==> config.mk <==
export PLATFORM = sky130hd
export DESIGN_NAME = fxp_op_unit
export DESIGN_NICKNAME = d
export VERILOG_FILES = /design/src/rtl/fxp_pkg.sv /design/src/rtl/fxp_ext.sv /design/src/rtl/fxp_addsub.sv /design/src/rtl/fxp_slice.sv /design/src/rtl/fxp_mul.sv /design/src/rtl/fxp_op_unit.sv
export SDC_FILE = /design/constraint.sdc
export NUM_CORES = 1
export LEC_CHECK = 0
export ABC_AREA = 1
export BUFFER_PORTS_ARGS = -buffer_cell sky130_fd_sc_hd__buf_4
export CELL_PAD_IN_SITES_DETAIL_PLACEMENT = 1
export CELL_PAD_IN_SITES_GLOBAL_PLACEMENT = 1
export CORE_MARGIN = 3
export CORE_UTILIZATION = 25
export DETAILED_ROUTE_END_ITERATION = 10
export PLACE_DENSITY_LB_ADDON = 0.1
export REMOVE_ABC_BUFFERS = 1
export SYNTH_ARGS = -nofsm -noshare
export SYNTH_HDL_FRONTEND = slang
export SYNTH_HIERARCHICAL = 1
export SYNTH_SLANG_ARGS = --single-unit
==> constraint.sdc <==
create_clock -name vclk -period 1
set_input_delay 0.1 -clock vclk [all_inputs]
set_output_delay 0.1 -clock vclk [all_outputs]
set_load 0.01 [all_outputs]
==> src/rtl/fxp_pkg.sv <==
package fxp_pkg;
  localparam int OP_ADD   = 0;
  localparam int OP_SUB   = 1;
  localparam int OP_RELU  = 2;
  localparam int OP_QUANT = 3;
  localparam int OP_CADD  = 4;
  localparam int OP_CONST = 5;
  localparam int OP_MUX   = 6;
  localparam int OP_MUL   = 7;

  function automatic int imax(input int x, input int y);
    return (x > y) ? x : y;
  endfunction
endpackage

==> src/rtl/fxp_ext.sv <==
// Sign/zero extend, shift left, keep OUT_W bits.
module fxp_ext import fxp_pkg::*; #(
  parameter int IN_W  = 4,
  parameter bit IN_S  = 1'b0,
  parameter int LSH   = 0,
  parameter int OUT_W = 8,
  localparam int XW   = imax(IN_W + LSH, OUT_W)
) (
  input  logic [IN_W-1:0]  d_i,
  output logic [OUT_W-1:0] q_o
);
  if (IN_S) begin : g_sgn
    assign q_o = OUT_W'(XW'($signed(d_i)) << LSH);
  end else begin : g_uns
    assign q_o = OUT_W'(XW'(d_i) << LSH);
  end
endmodule

==> src/rtl/fxp_addsub.sv <==
module fxp_addsub import fxp_pkg::*; #(
  parameter int A_W   = 4,
  parameter bit A_S   = 1'b0,
  parameter int B_W   = 4,
  parameter bit B_S   = 1'b0,
  parameter int SH    = 0,
  parameter bit SUB   = 1'b0,
  parameter int OUT_W = 8,
  localparam int LA   = (SH < 0) ? -SH : 0,
  localparam int LB   = (SH > 0) ? SH : 0,
  // carry + guard for subtract + guard for mixed sign
  localparam int GW   = imax(A_W + LA, B_W + LB) + 1 + int'(SUB) + ((A_S != B_S) ? 1 : 0),
  localparam int WW   = imax(GW, OUT_W)
) (
  input  logic [A_W-1:0]   a_i,
  input  logic [B_W-1:0]   b_i,
  output logic [OUT_W-1:0] y_o
);
  logic [WW-1:0] xa_w, xb_w;

  fxp_ext #(.IN_W(A_W), .IN_S(A_S), .LSH(LA), .OUT_W(WW)) u_xa (.d_i(a_i), .q_o(xa_w));
  fxp_ext #(.IN_W(B_W), .IN_S(B_S), .LSH(LB), .OUT_W(WW)) u_xb (.d_i(b_i), .q_o(xb_w));

  if (SUB) begin : g_sub
    assign y_o = OUT_W'(xa_w - xb_w);
  end else begin : g_add
    assign y_o = OUT_W'(xa_w + xb_w);
  end
endmodule

==> src/rtl/fxp_slice.sv <==
// Requantize by bit slicing, optional negate-first and ReLU.
module fxp_slice import fxp_pkg::*; #(
  parameter int IN_W  = 4,
  parameter bit IN_S  = 1'b0,
  parameter int OFS   = 0,
  parameter int OUT_W = 4,
  parameter bit NEG   = 1'b0,
  parameter bit RELU  = 1'b0,
  localparam int SW   = NEG ? IN_W + 1 : IN_W,
  localparam bit SS   = NEG ? 1'b1 : IN_S,
  localparam int LSH  = (OFS < 0) ? -OFS : 0,
  localparam int R    = (OFS > 0) ? OFS : 0,
  localparam int EW   = imax(SW + LSH, R + OUT_W)
) (
  input  logic [IN_W-1:0]  d_i,
  output logic [OUT_W-1:0] y_o
);
  logic [SW-1:0]    src_w;
  logic [EW-1:0]    ext_w;
  logic [OUT_W-1:0] sl_w;

  if (NEG) begin : g_neg
    logic [SW-1:0] wide_w;
    fxp_ext #(.IN_W(IN_W), .IN_S(IN_S), .LSH(0), .OUT_W(SW)) u_wide (.d_i(d_i), .q_o(wide_w));
    assign src_w = -wide_w;
  end else begin : g_pos
    assign src_w = d_i;
  end

  fxp_ext #(.IN_W(SW), .IN_S(SS), .LSH(LSH), .OUT_W(EW)) u_ext (.d_i(src_w), .q_o(ext_w));
  assign sl_w = OUT_W'(ext_w >> R);

  if (RELU && SS) begin : g_relu
    assign y_o = src_w[SW-1] ? '0 : sl_w;
  end else begin : g_pass
    assign y_o = sl_w;
  end
endmodule

==> src/rtl/fxp_mul.sv <==
module fxp_mul import fxp_pkg::*; #(
  parameter int A_W   = 4,
  parameter bit A_S   = 1'b0,
  parameter int B_W   = 4,
  parameter bit B_S   = 1'b0,
  parameter int OUT_W = 8,
  localparam int PW   = A_W + B_W + 1,
  localparam int WW   = imax(PW, OUT_W)
) (
  input  logic [A_W-1:0]   a_i,
  input  logic [B_W-1:0]   b_i,
  output logic [OUT_W-1:0] y_o
);
  logic [WW-1:0] xa_w, xb_w;

  // unsigned operand zero-extended: behaves as non-negative in signed product
  fxp_ext #(.IN_W(A_W), .IN_S(A_S), .LSH(0), .OUT_W(WW)) u_xa (.d_i(a_i), .q_o(xa_w));
  fxp_ext #(.IN_W(B_W), .IN_S(B_S), .LSH(0), .OUT_W(WW)) u_xb (.d_i(b_i), .q_o(xb_w));

  assign y_o = OUT_W'(xa_w * xb_w);
endmodule

==> src/rtl/fxp_op_unit.sv <==
module fxp_op_unit import fxp_pkg::*; #(
  parameter int          OPCODE    = OP_ADD,
  parameter bit          A_S       = 1'b1,
  parameter int          A_I       = 3,
  parameter int          A_F       = 2,
  parameter bit          B_S       = 1'b1,
  parameter int          B_I       = 2,
  parameter int          B_F       = 1,
  parameter int          OUT_W     = 9,
  parameter int          OUT_F     = 0,
  parameter int          SHIFT     = 1,
  parameter int          CONST_VAL = 0,
  parameter logic [63:0] MUX_CFG   = 64'd0,
  localparam int A_W  = int'(A_S) + A_I + A_F,
  localparam int B_W  = int'(B_S) + B_I + B_F,
  localparam int A_PW = (A_W > 0) ? A_W : 1,
  localparam int B_PW = (B_W > 0) ? B_W : 1
) (
  input  logic [A_PW-1:0]  a_i,
  input  logic [B_PW-1:0]  b_i,
  input  logic             key_i,
  output logic [OUT_W-1:0] y_o
);

  if (OPCODE == OP_ADD || OPCODE == OP_SUB) begin : g_addsub
    logic unused_w;
    assign unused_w = key_i;
    fxp_addsub #(
      .A_W(A_PW), .A_S(A_S), .B_W(B_PW), .B_S(B_S),
      .SH(SHIFT + A_F - B_F), .SUB(OPCODE == OP_SUB), .OUT_W(OUT_W)
    ) u_addsub (.a_i(a_i), .b_i(b_i), .y_o(y_o));

  end else if (OPCODE == OP_RELU || OPCODE == -OP_RELU ||
               OPCODE == OP_QUANT || OPCODE == -OP_QUANT) begin : g_slice
    logic unused_w;
    assign unused_w = ^{b_i, key_i};
    fxp_slice #(
      .IN_W(A_PW), .IN_S(A_S), .OFS(A_F - OUT_F), .OUT_W(OUT_W),
      .NEG(OPCODE < 0), .RELU(OPCODE == OP_RELU || OPCODE == -OP_RELU)
    ) u_slice (.d_i(a_i), .y_o(y_o));

  end else if (OPCODE == OP_CADD) begin : g_cadd
    localparam int CMAG = (CONST_VAL < 0) ? -CONST_VAL : CONST_VAL;
    localparam int CW   = (CMAG > 1) ? $clog2(CMAG + 1) : 1;
    logic          unused_w;
    logic [CW-1:0] c_w;
    assign unused_w = ^{b_i, key_i};
    assign c_w      = CW'(CMAG);
    // magnitude into the adder, subtract when the constant is negative
    fxp_addsub #(
      .A_W(A_PW), .A_S(A_S), .B_W(CW), .B_S(1'b0),
      .SH(A_F - OUT_F), .SUB(CONST_VAL < 0), .OUT_W(OUT_W)
    ) u_cadd (.a_i(a_i), .b_i(c_w), .y_o(y_o));

  end else if (OPCODE == OP_CONST) begin : g_const
    logic unused_w;
    assign unused_w = ^{a_i, b_i, key_i};
    assign y_o      = OUT_W'(CONST_VAL);

  end else if (OPCODE == OP_MUX || OPCODE == -OP_MUX) begin : g_mux
    localparam int MX  = int'(signed'(MUX_CFG[63:32]));
    localparam int MSH = A_F - B_F + MX;
    localparam int MLA = (MSH < 0) ? -MSH : 0;
    localparam int MLB = (MSH > 0) ? MSH : 0;
    localparam int MGW = imax(A_PW + MLA, B_PW + MLB) + 2;
    localparam int MWW = imax(MGW, OUT_W);
    logic [A_PW-1:0] as_w;
    logic [MWW-1:0]  xa_w, xb_w, pb_w;

    if (A_W == 0) begin : g_za
      logic unused_w;
      assign unused_w = a_i[0];
      assign as_w     = 1'b0;
    end else begin : g_a
      assign as_w = a_i;
    end

    fxp_ext #(.IN_W(A_PW), .IN_S(A_S && (A_W > 0)), .LSH(MLA), .OUT_W(MWW))
      u_xa (.d_i(as_w), .q_o(xa_w));
    fxp_ext #(.IN_W(B_PW), .IN_S(B_S && (B_W > 0)), .LSH(MLB), .OUT_W(MWW))
      u_xb (.d_i(b_i), .q_o(xb_w));

    if (OPCODE < 0) begin : g_inv
      assign pb_w = -xb_w;
    end else begin : g_fwd
      assign pb_w = xb_w;
    end

    assign y_o = key_i ? OUT_W'(xa_w) : OUT_W'(pb_w);

  end else if (OPCODE == OP_MUL) begin : g_mul
    logic unused_w;
    assign unused_w = key_i;
    fxp_mul #(.A_W(A_PW), .A_S(A_S), .B_W(B_PW), .B_S(B_S), .OUT_W(OUT_W))
      u_mul (.a_i(a_i), .b_i(b_i), .y_o(y_o));

  end else begin : g_bad
    $error("fxp_op_unit: unsupported OPCODE %0d", OPCODE);
    logic unused_w;
    assign unused_w = ^{a_i, b_i, key_i};
    assign y_o      = '0;
  end

endmodule

==> summary.md, run 1 <==
The run finished, with violations left. The final reports fail on negative setup slack. The number of sequential storage elements was 0.

Entering global routing, the biggest net connects 5 pins. The layout overhead on the synthesized area is 57.4%. The post-route core utilization is 42.8%, and the number of cells traversed by the worst hold path is 3.

The tools report the worst-case hold slack as 0.509 ns. Ranked by total cell area, the synthesized netlist is headed by sky130_fd_sc_hd__buf_4 24%, sky130_fd_sc_hd__nand2_1 20%, sky130_fd_sc_hd__ha_1 18%, sky130_fd_sc_hd__inv_1 8.1%, sky130_fd_sc_hd__nand3_1 5.4%. STA classifies the critical path endpoint as an output pin.

The netlist uses 15 different library cells. VDD sags by at most 0.262 mV. The number of hold buffers added after CTS was 0.

Summed over all layers, the routed wires come to 1.31 mm. The worst setup path is launched from a primary input. Total of max-cap violations: 0. In this run, the number of DRC markers left after iteration 0 of detailed routing was 2. Of all cell types, the one taking the most synthesized area is sky130_fd_sc_hd__buf_4. The post-route minimum period works out to 1.18 ns. The net switching power was 268 uW; the share of total power in combinational logic was 100.0%. Type of the worst setup path: in2out. Setup repair after global routing could not meet its margin everywhere. The initial antenna violation count is 0.

Based on the critical path, the design can be clocked at up to 848 MHz. The logs give 0.90 ns for the required time at the worst-slack endpoint and 16 for the number of rows in the core area. After routing the design area is 875 sq um. The max-slew violation total from the final report is 0. Power per unit of standard cell area: 679 nW/um^2.

For this design the top-level I/O count stands at 20. The number of antenna-violating nets in the routed design was 0; the post-synth design cell area was 556 sq um. The run gives 2040 sq um as the core footprint.

The design draws 594 uW. The run gives 276 as the number of filler cells placed in the layout. The first global-routing pass estimated 2.32 mm of wire. Prior to clock tree synthesis, the placed netlist has a worst setup slack of -0.315 ns.

For the sequential cell fraction of total power, the log shows 0%. The pre-antenna-repair detailed-routing pass consisted of 2 iterations. Leaving out fill and tap cells, the most frequent cells in the layout are 21 x sky130_fd_sc_hd__nand2_1, 20 x sky130_fd_sc_hd__buf_4, 12 x sky130_fd_sc_hd__inv_1. Each instance of the synthesized netlist takes up on average 6.17 sq um. Using the TritonRoute via totals, the vias-per-cell ratio works out to 4.18. The count of endpoints failing setup in the final report was 6. The run gives 559 as the via count of the first global-routing pass. The internal power consumption is 326 uW.

The leftover overflow at the end of global routing is 0, and the part of the cycle the worst path needs is 118%. Worst min-delay path category: in2out. In the final design database the tool counted 124 nets. Summing the sequential cell areas from Yosys gives 0% of the chip area.

For the antenna diode count, the log shows 0. In this run the tool buffered the top-level ports with 19 buffer cells. Global routing used 10.4% of the available tracks across all layers. For this run, the number of Yosys warnings is 6. Of the cells placed in the final design, the portion with a size suffix greater than 1 is 55.9%. The logs give 1.08 ns for the worst path arrival time and 27.2% for the starting utilization of the core area. Along the worst path, the maximum fanout reaches 3.

In the finished layout, the clock tree contains a buffer count of 0. Across the whole layout, storage elements account for 0 sq um. The routability-driven placement congestion ratio was 0.714; the die footprint was 2820 sq um. The placed instances occupy a cell area of 661 sq um.

The clock network accounts for 0% of the total power. The logs give 0 for the hold violation total from the final report and 0 for the number of remaining DRC errors. The tools report the area taken by multi-input logic gates as 544 sq um. Summed over all nets, the half-perimeter wirelength after detailed placement is 1.02 mm.

The tools report the synthesized instance count as 90. Commonest non-fill, non-tap cell in the layout: sky130_fd_sc_hd__nand2_1. Net switching is 45.0% of the power. The analysis attributes to cell leakage a power of 0.454 nW. The average wire per cell in the routed design was 10.1 microns; the die boundary height was 53.1 microns. The tools report the setup slack of the critical path after layout as -0.179 ns. The vias after detailed routing was 539; the die outline width was 53.1 microns.

Summed over its instances, the top area cell type makes up 24.3% of the synthesized netlist area.
==> final timing paths <==
path,start,endpoint,slack (ns)
max,a_i[2],y_o[3],-0.18
min,a_i[0],y_o[0],0.51
==> power groups by stage <==
stage | clock [mW] | sequential [mW] | combinational [mW]
CTS | 0 | 0 | 0.559
detailed placement | 0 | 0 | 0.444
finish | 0 | 0 | 0.594
global placement | 0 | 0 | 0.436
global route | 0 | 0 | 0.663
floorplan | 0 | 0 | 0.236
==> routing by layer <==
metal	GRT usage (%)	routed length (microns)	vias to the layer above
li1	-	-	281
met1	12.6	554	250
met2	21.1	713	8
met3	0.282	40	0
met4	0	0	0
met5	0	0	-
==> logic make-up after synthesis <==
logic type / count (synthesis) / synth area share (%)
compound gates: 2 / 1.80
buf+inv: 30 / 32.4
simple gates: 44 / 33.8
other cells: 1 / 0.675
xor+xnor: 4 / 9.69
fa+ha+maj: 9 / 21.6
==> cell usage after synthesis, drive strengths merged <==
master,number
nand2,30
buf,18
inv,12
ha,8
nand3,6
nor2,4
xnor2,3
a21oi,2
nand3b,2
or2,2
conb,1
fa,1
xor2,1
==> layout make-up <==
| type | instances | share of cell area [%] |
|---|---|---|
| Multi-Input combinational cell | 61 | 62.2 |
| Timing Repair Buffer | 29 | 28.8 |
| Inverter | 12 | 5.15 |
| Tap cell | 27 | 3.86 |
==> through the flow <==
step | TNS, ns | cells
after floorplan | -0.0727 | 73
after global placement | -1.57 | 127
after detailed placement | -1.64 | 127
after CTS | -0.964 | 128
after global routing | -1.30 | 129
final | -0.923 | 129
==> worst max-delay path, stage by stage <==
cell and delay [ns]:
sky130_fd_sc_hd__buf_6 0.10, sky130_fd_sc_hd__ha_4 0.23, sky130_fd_sc_hd__or2_4 0.25, sky130_fd_sc_hd__buf_6 0.12, sky130_fd_sc_hd__nand2_4 0.05, sky130_fd_sc_hd__xnor2_2 0.10
sky130_fd_sc_hd__buf_4 0.14
==> what timing repair did <==
item	4_1_cts	5_1_grt
buffers inserted	1	1
gates resized for setup	30	8
setup endpoints to repair	7	6
pin swaps	22	14
No activity file was read; power rests on OpenSTA's default activity.
==> run 2: changes to the inputs <==
--- a/config.mk
+++ b/config.mk
@@ -13,7 +13,6 @@
 export CORE_UTILIZATION = 25
 export DETAILED_ROUTE_END_ITERATION = 10
 export PLACE_DENSITY_LB_ADDON = 0.1
-export REMOVE_ABC_BUFFERS = 1
 export SYNTH_ARGS = -nofsm -noshare
 export SYNTH_HDL_FRONTEND = slang
 export SYNTH_HIERARCHICAL = 1
==> summary.md, run 2 (synthesis results as in run 1) <==
The tools report the achievable frequency as 836 MHz (-1.4%). The tools report the antenna diode count as 0 (unchanged). The cell leakage power is 0.451 nW (-0.68%), and the number of buffers and inverters on the critical path is 2 (-1).

The vias after detailed routing came out at 545 (+1.1%). The average wire per cell in the routed design is 10.5 microns (+3.9%). The total iterations of the first detailed-routing run came out at 2 (unchanged). Traced cell by cell, the critical path runs through buf_6 > ha_4 > or2_4 > nand3b_1 > nand2_1 > nand2_1 > nand2_2 > buf_6. The number of rows in the core area was 16 (unchanged). The checks that failed: negative setup slack.

The part of the cycle the worst path needs is 120% (+1.7 points), and the hold violation total from the final report is 0 (unchanged). The die boundary height is 53.1 microns (unchanged), and the final net count is 123 (-0.81%). For the die footprint, the log shows 2820 sq um (unchanged). The worst-case hold slack is 0.502 ns (-0.00696 ns). Required time at the worst-slack endpoint: 0.90 ns (about the same). The routability-driven placement congestion ratio came out at 0.699 (-2.2%).

The number of standard cells in the final layout excluding fillers is 128 (-0.78%), and the worst path arrival time is 1.10 ns (+0.02 ns). Setup slack of the critical path after layout: -0.196 ns (-0.0171 ns). The logs give 0 sq um (unchanged) for the sequential cell area in the final layout and 2040 sq um (unchanged) for the core footprint.

The area taken by multi-input logic gates came out at 549 sq um (+0.92%). The critical path in this run is classified as in2out. For the via count of the first global-routing pass, the log shows 576 (+3.0%).

The logs give 0 (unchanged) for the number of remaining DRC errors and 0.342 mV (+31%) for the maximum vdd drop. The number of clock buffers in the layout is 0 (unchanged). Setup repair after global routing could not meet its margin everywhere.

The worst slack after detailed placement was -0.253 ns (+0.0618 ns); the number of placed cells counting well taps was 126 (-0.79%). For this design, the slowest cell found on the critical path is sky130_fd_sc_hd__or2_4. The number of sequential storage elements is 0 (unchanged), and the number of filler cells placed in the layout is 250 (-9.4%). The flow ran to the end, but the final reports show violations.

Broken down by cell family, the worst path's largest delay share belongs to simple AND/OR/NAND/NOR gates. Via density per instance: 4.26 (+1.9%). The worst setup path is captured at an output pin. The final total negative setup slack is -0.854 ns (+0.0684 ns).

Ratio of cells with drive above 1 in the final layout: 61.4% (+5.5 points). The die outline width works out to 53.1 microns (unchanged). The total of max-cap violations was 0 (unchanged). The combined global-route utilization of all metal layers was 11.1% (+0.70 points); the total detailed-routing wirelength was 1.35 mm (+3.1%). The min-delay analysis places its worst path in the category in2out. For the count of endpoints failing setup in the final report, the log shows 6 (unchanged).

The maximum fanout along the worst path is 3 (unchanged), and the starting utilization of the core area is 27.2% (unchanged). Layout overhead on the synthesized area: 60.6%. For the max-slew violation total from the final report, the log shows 0 (unchanged).

The number of DRC violations after detailed-routing iteration 0 came out at 1 (-1). Post-DP HPWL: 1.19 mm (+16%). The tools report the instance area after placement as 746 sq um (+13%).

The tools report the number of antenna-violating nets in the routed design as 0 (unchanged). The count of boundary I/O pins was 20 (unchanged); the global-route wire length before repair was 2.40 mm (+3.6%). The pin count of the biggest net entering global routing was 5 (unchanged). The power per unit of standard cell area came out at 704 nW/um^2 (+3.7%). The library cells used most frequently in the layout, excluding fill and tap cells, are 16 x sky130_fd_sc_hd__buf_4, 15 x sky130_fd_sc_hd__nand2_1, 13 x sky130_fd_sc_hd__nand2_2.

Leaving out fill and tap cells, the most frequent cell in the layout is sky130_fd_sc_hd__buf_4. The leftover overflow at the end of global routing was 0 (unchanged); the post-route minimum period was 1.20 ns (+0.0171 ns). Design area: 892 sq um (+2.0%).

The startpoint kind of the worst setup timing path was a primary input. The run gives 0 (unchanged) as the initial antenna violation count. The critical path's largest stage delay is 0.25 ns (about the same), and the number of port buffers is 19 (unchanged).

The run gives 0 (unchanged) as the number of buffers inserted for hold repair after clock tree synthesis.
==> run 2: worst paths after layout <==
kind / from / to / slack, ns / depth (start not counted)
max: a_i[3] / y_o[6] / -0.20 / 8
min: a_i[0] / y_o[0] / 0.50 / 3
==> run 2: final cells by class <==
class | count | area share (%)
well taps | 27 | 3.79
repair buffers | 28 | 29.6
inverters | 12 | 5.05
multi-input cells | 61 | 61.6
==> run 2: tightest hold or removal path: stages <==
cell and delay [ns]:
sky130_fd_sc_hd__buf_4 0.08, sky130_fd_sc_hd__ha_1 0.12, sky130_fd_sc_hd__buf_4 0.11
==> run 2: through the flow <==
stage	power [mW]	utilization [%]
5_1_grt	0.694	43.7
2_1_floorplan	0.355	-
6_report	0.628	43.7
3_5_place_dp	0.505	36.5
3_3_place_gp	0.494	36.5
4_1_cts	0.603	42.4
==> run 2: repair_timing <==
item | 4_1_cts | 5_1_grt
buffers inserted | 2 | 1
resized for setup | 31 | 7
setup endpoints to repair | 6 | 8
pin swaps | 28 | 11
==> run 2: power by group <==
group / total, mW / leakage, nW / switching, mW / internal, mW
Combinational: 0.628 / 0.451 / 0.281 / 0.347
Clock: 0 / 0 / 0 / 0
Sequential: 0 / 0 / 0 / 0
Total: 0.628 / 0.451 / 0.281 / 0.347
==> run 2: metal layers <==
metal	part of all wire, %	global-route usage (%)	up-vias	wire [microns]
li1	-	-	277	-
met2	49	20.0	14	663
met5	0	0	-	0
met3	4.5	0.845	4	61
met4	3.0	2.98	0	41
met1	43	13.9	250	582
==> run 3: changes to the inputs <==
--- a/config.mk
+++ b/config.mk
@@ -13,6 +13,7 @@
 export CORE_UTILIZATION = 25
 export DETAILED_ROUTE_END_ITERATION = 10
 export PLACE_DENSITY_LB_ADDON = 0.1
+export SETUP_SLACK_MARGIN = 0.1
 export SYNTH_ARGS = -nofsm -noshare
 export SYNTH_HDL_FRONTEND = slang
 export SYNTH_HIERARCHICAL = 1
==> summary.md, run 3 (synthesis results as in run 1) <==
The run gives 251 (+0.40%) as the number of filler cells placed in the layout. The total detailed-routing wirelength came out at 1.35 mm (-0.15%). The logs give 0 (unchanged) for the number of remaining DRC errors and 27.2% (unchanged) for the starting utilization of the core area. The die boundary height came out at 53.1 microns (unchanged).

The logs give 16 (unchanged) for the number of rows in the core area and 3 (+2) for the number of DRC violations after detailed-routing iteration 0. For the cell leakage power, the log shows 0.458 nW (+1.6%). The number of clock buffers in the layout is 0 (unchanged). The logs give 2040 sq um (unchanged) for the core footprint and 0 (unchanged) for the leftover overflow at the end of global routing. The power per unit of standard cell area is 704 nW/um^2 (about the same). The max-slew violation total from the final report was 0 (unchanged). The part of the cycle the worst path needs was 120% (about the same). Die outline width: 53.1 microns (unchanged). The maximum fanout along the worst path was 3 (unchanged); the die footprint was 2820 sq um (unchanged).

The average wire per cell in the routed design is 10.4 microns (-0.92%). The checks that failed: negative setup slack. The hold violation total from the final report is 0 (unchanged). The worst hold path belongs to the class in2out. The logs give 0.502 ns (unchanged) for the worst-case hold slack and 0 sq um (unchanged) for the sequential cell area in the final layout.

For the post-DP HPWL, the log shows 1.19 mm (unchanged). The worst setup path is captured at an output pin. Final total power: 636 uW (+1.2%). The count of endpoints failing setup in the final report was 7 (+1); the layout overhead on the synthesized area was 62.6%. The ratio of cells with drive above 1 in the final layout works out to 60.8% (-0.60 points). The tools report the worst path arrival time as 1.10 ns (about the same). Setup repair after global routing could not meet its margin everywhere. The number of port buffers is 19 (unchanged), and the number of sequential storage elements is 0 (unchanged). The via count of the first global-routing pass is 574 (-0.35%). The initial antenna violation count was 0 (unchanged).

For the maximum vdd drop, the log shows 0.316 mV (-7.7%). The logs give -0.197 ns (-0.000960 ns) for the setup slack of the critical path after layout and -0.877 ns (-0.0229 ns) for the final total negative setup slack. The via density per instance is 4.23 (-0.59%), and the final net count is 124 (+0.81%). The vias after detailed routing came out at 546 (+0.18%).

The global-route wire length before repair came out at 2.42 mm (+0.58%). In the layout the commonest cells are 15 x sky130_fd_sc_hd__nand2_1, 15 x sky130_fd_sc_hd__buf_4, 13 x sky130_fd_sc_hd__nand2_2. The logs give 4 (+2) for the total iterations of the first detailed-routing run and 0 (unchanged) for the antenna diode count.

For the count of boundary I/O pins, the log shows 20 (unchanged). The run finished, with violations left. The post-route core utilization was 44.2% (+0.55 points); the total of max-cap violations was 0 (unchanged). The number of antenna-violating nets in the routed design was 0 (unchanged); the required time at the worst-slack endpoint was 0.90 ns (about the same).

The area taken by multi-input logic gates is 542 sq um (-1.4%), and the routability-driven placement congestion ratio is 0.699 (unchanged). The worst slack after detailed placement was -0.253 ns (unchanged). The tools report the pin count of the biggest net entering global routing as 5 (unchanged).

The combined global-route utilization of all metal layers came out at 11.2% (+0.058 points). The post-route minimum period came out at 1.20 ns (+0.000960 ns). The run gives 836 MHz (about the same) as the achievable frequency.

The startpoint kind of the worst setup timing path was a primary input. Type of the worst setup path: in2out.
run 3: changes by cell type in the layout (fill, tap and decap cells not counted), sizes merged:
cell / previous run / this run
buf: 28 / 29
run 3: where the power goes:
part           switching, mW  internal, mW
clock                      0             0
combinational          0.281         0.355
sequential                 0             0
total                  0.281         0.355
run 3: layer usage:
layer  part of all wire (%)  GRT usage (%)
met5                      0              0
met4                    3.2           2.98
met3                    4.6          0.845
met2                     49           20.0
met1                     43           14.1
run 3: final timing paths:
path,end,depth (start not counted),startpoint
setup / recovery,y_o[6],8,a_i[3]
hold / removal,y_o[0],3,a_i[0]
run 3: through the flow:
step	cell area, sq um	cells
floorplan	667	91
global placement	746	126
detailed placement	746	126
CTS	866	127
global route	903	129
finish	903	129
run 3: worst max-delay path, cell delays in order:
cell and delay (ns):
sky130_fd_sc_hd__buf_6 0.10, sky130_fd_sc_hd__ha_4 0.24, sky130_fd_sc_hd__or2_4 0.25, sky130_fd_sc_hd__nand3b_1 0.11, sky130_fd_sc_hd__nand2_1 0.06, sky130_fd_sc_hd__nand2_1 0.07, sky130_fd_sc_hd__nand2_2 0.05, sky130_fd_sc_hd__buf_6 0.11
run 3: final cells by class:
| class | instances | area share (%) |
|---|---|---|
| well taps | 27 | 3.74 |
| multi-input cells | 61 | 60.0 |
| repair buffers | 29 | 31.3 |
| inverters | 12 | 4.99 |
run 3: timing repair:
action,CTS,global route
hold buffers,0,0
buffers inserted,2,2
pin swaps,29,9
gates resized for setup,33,6
setup endpoints to repair,8,8
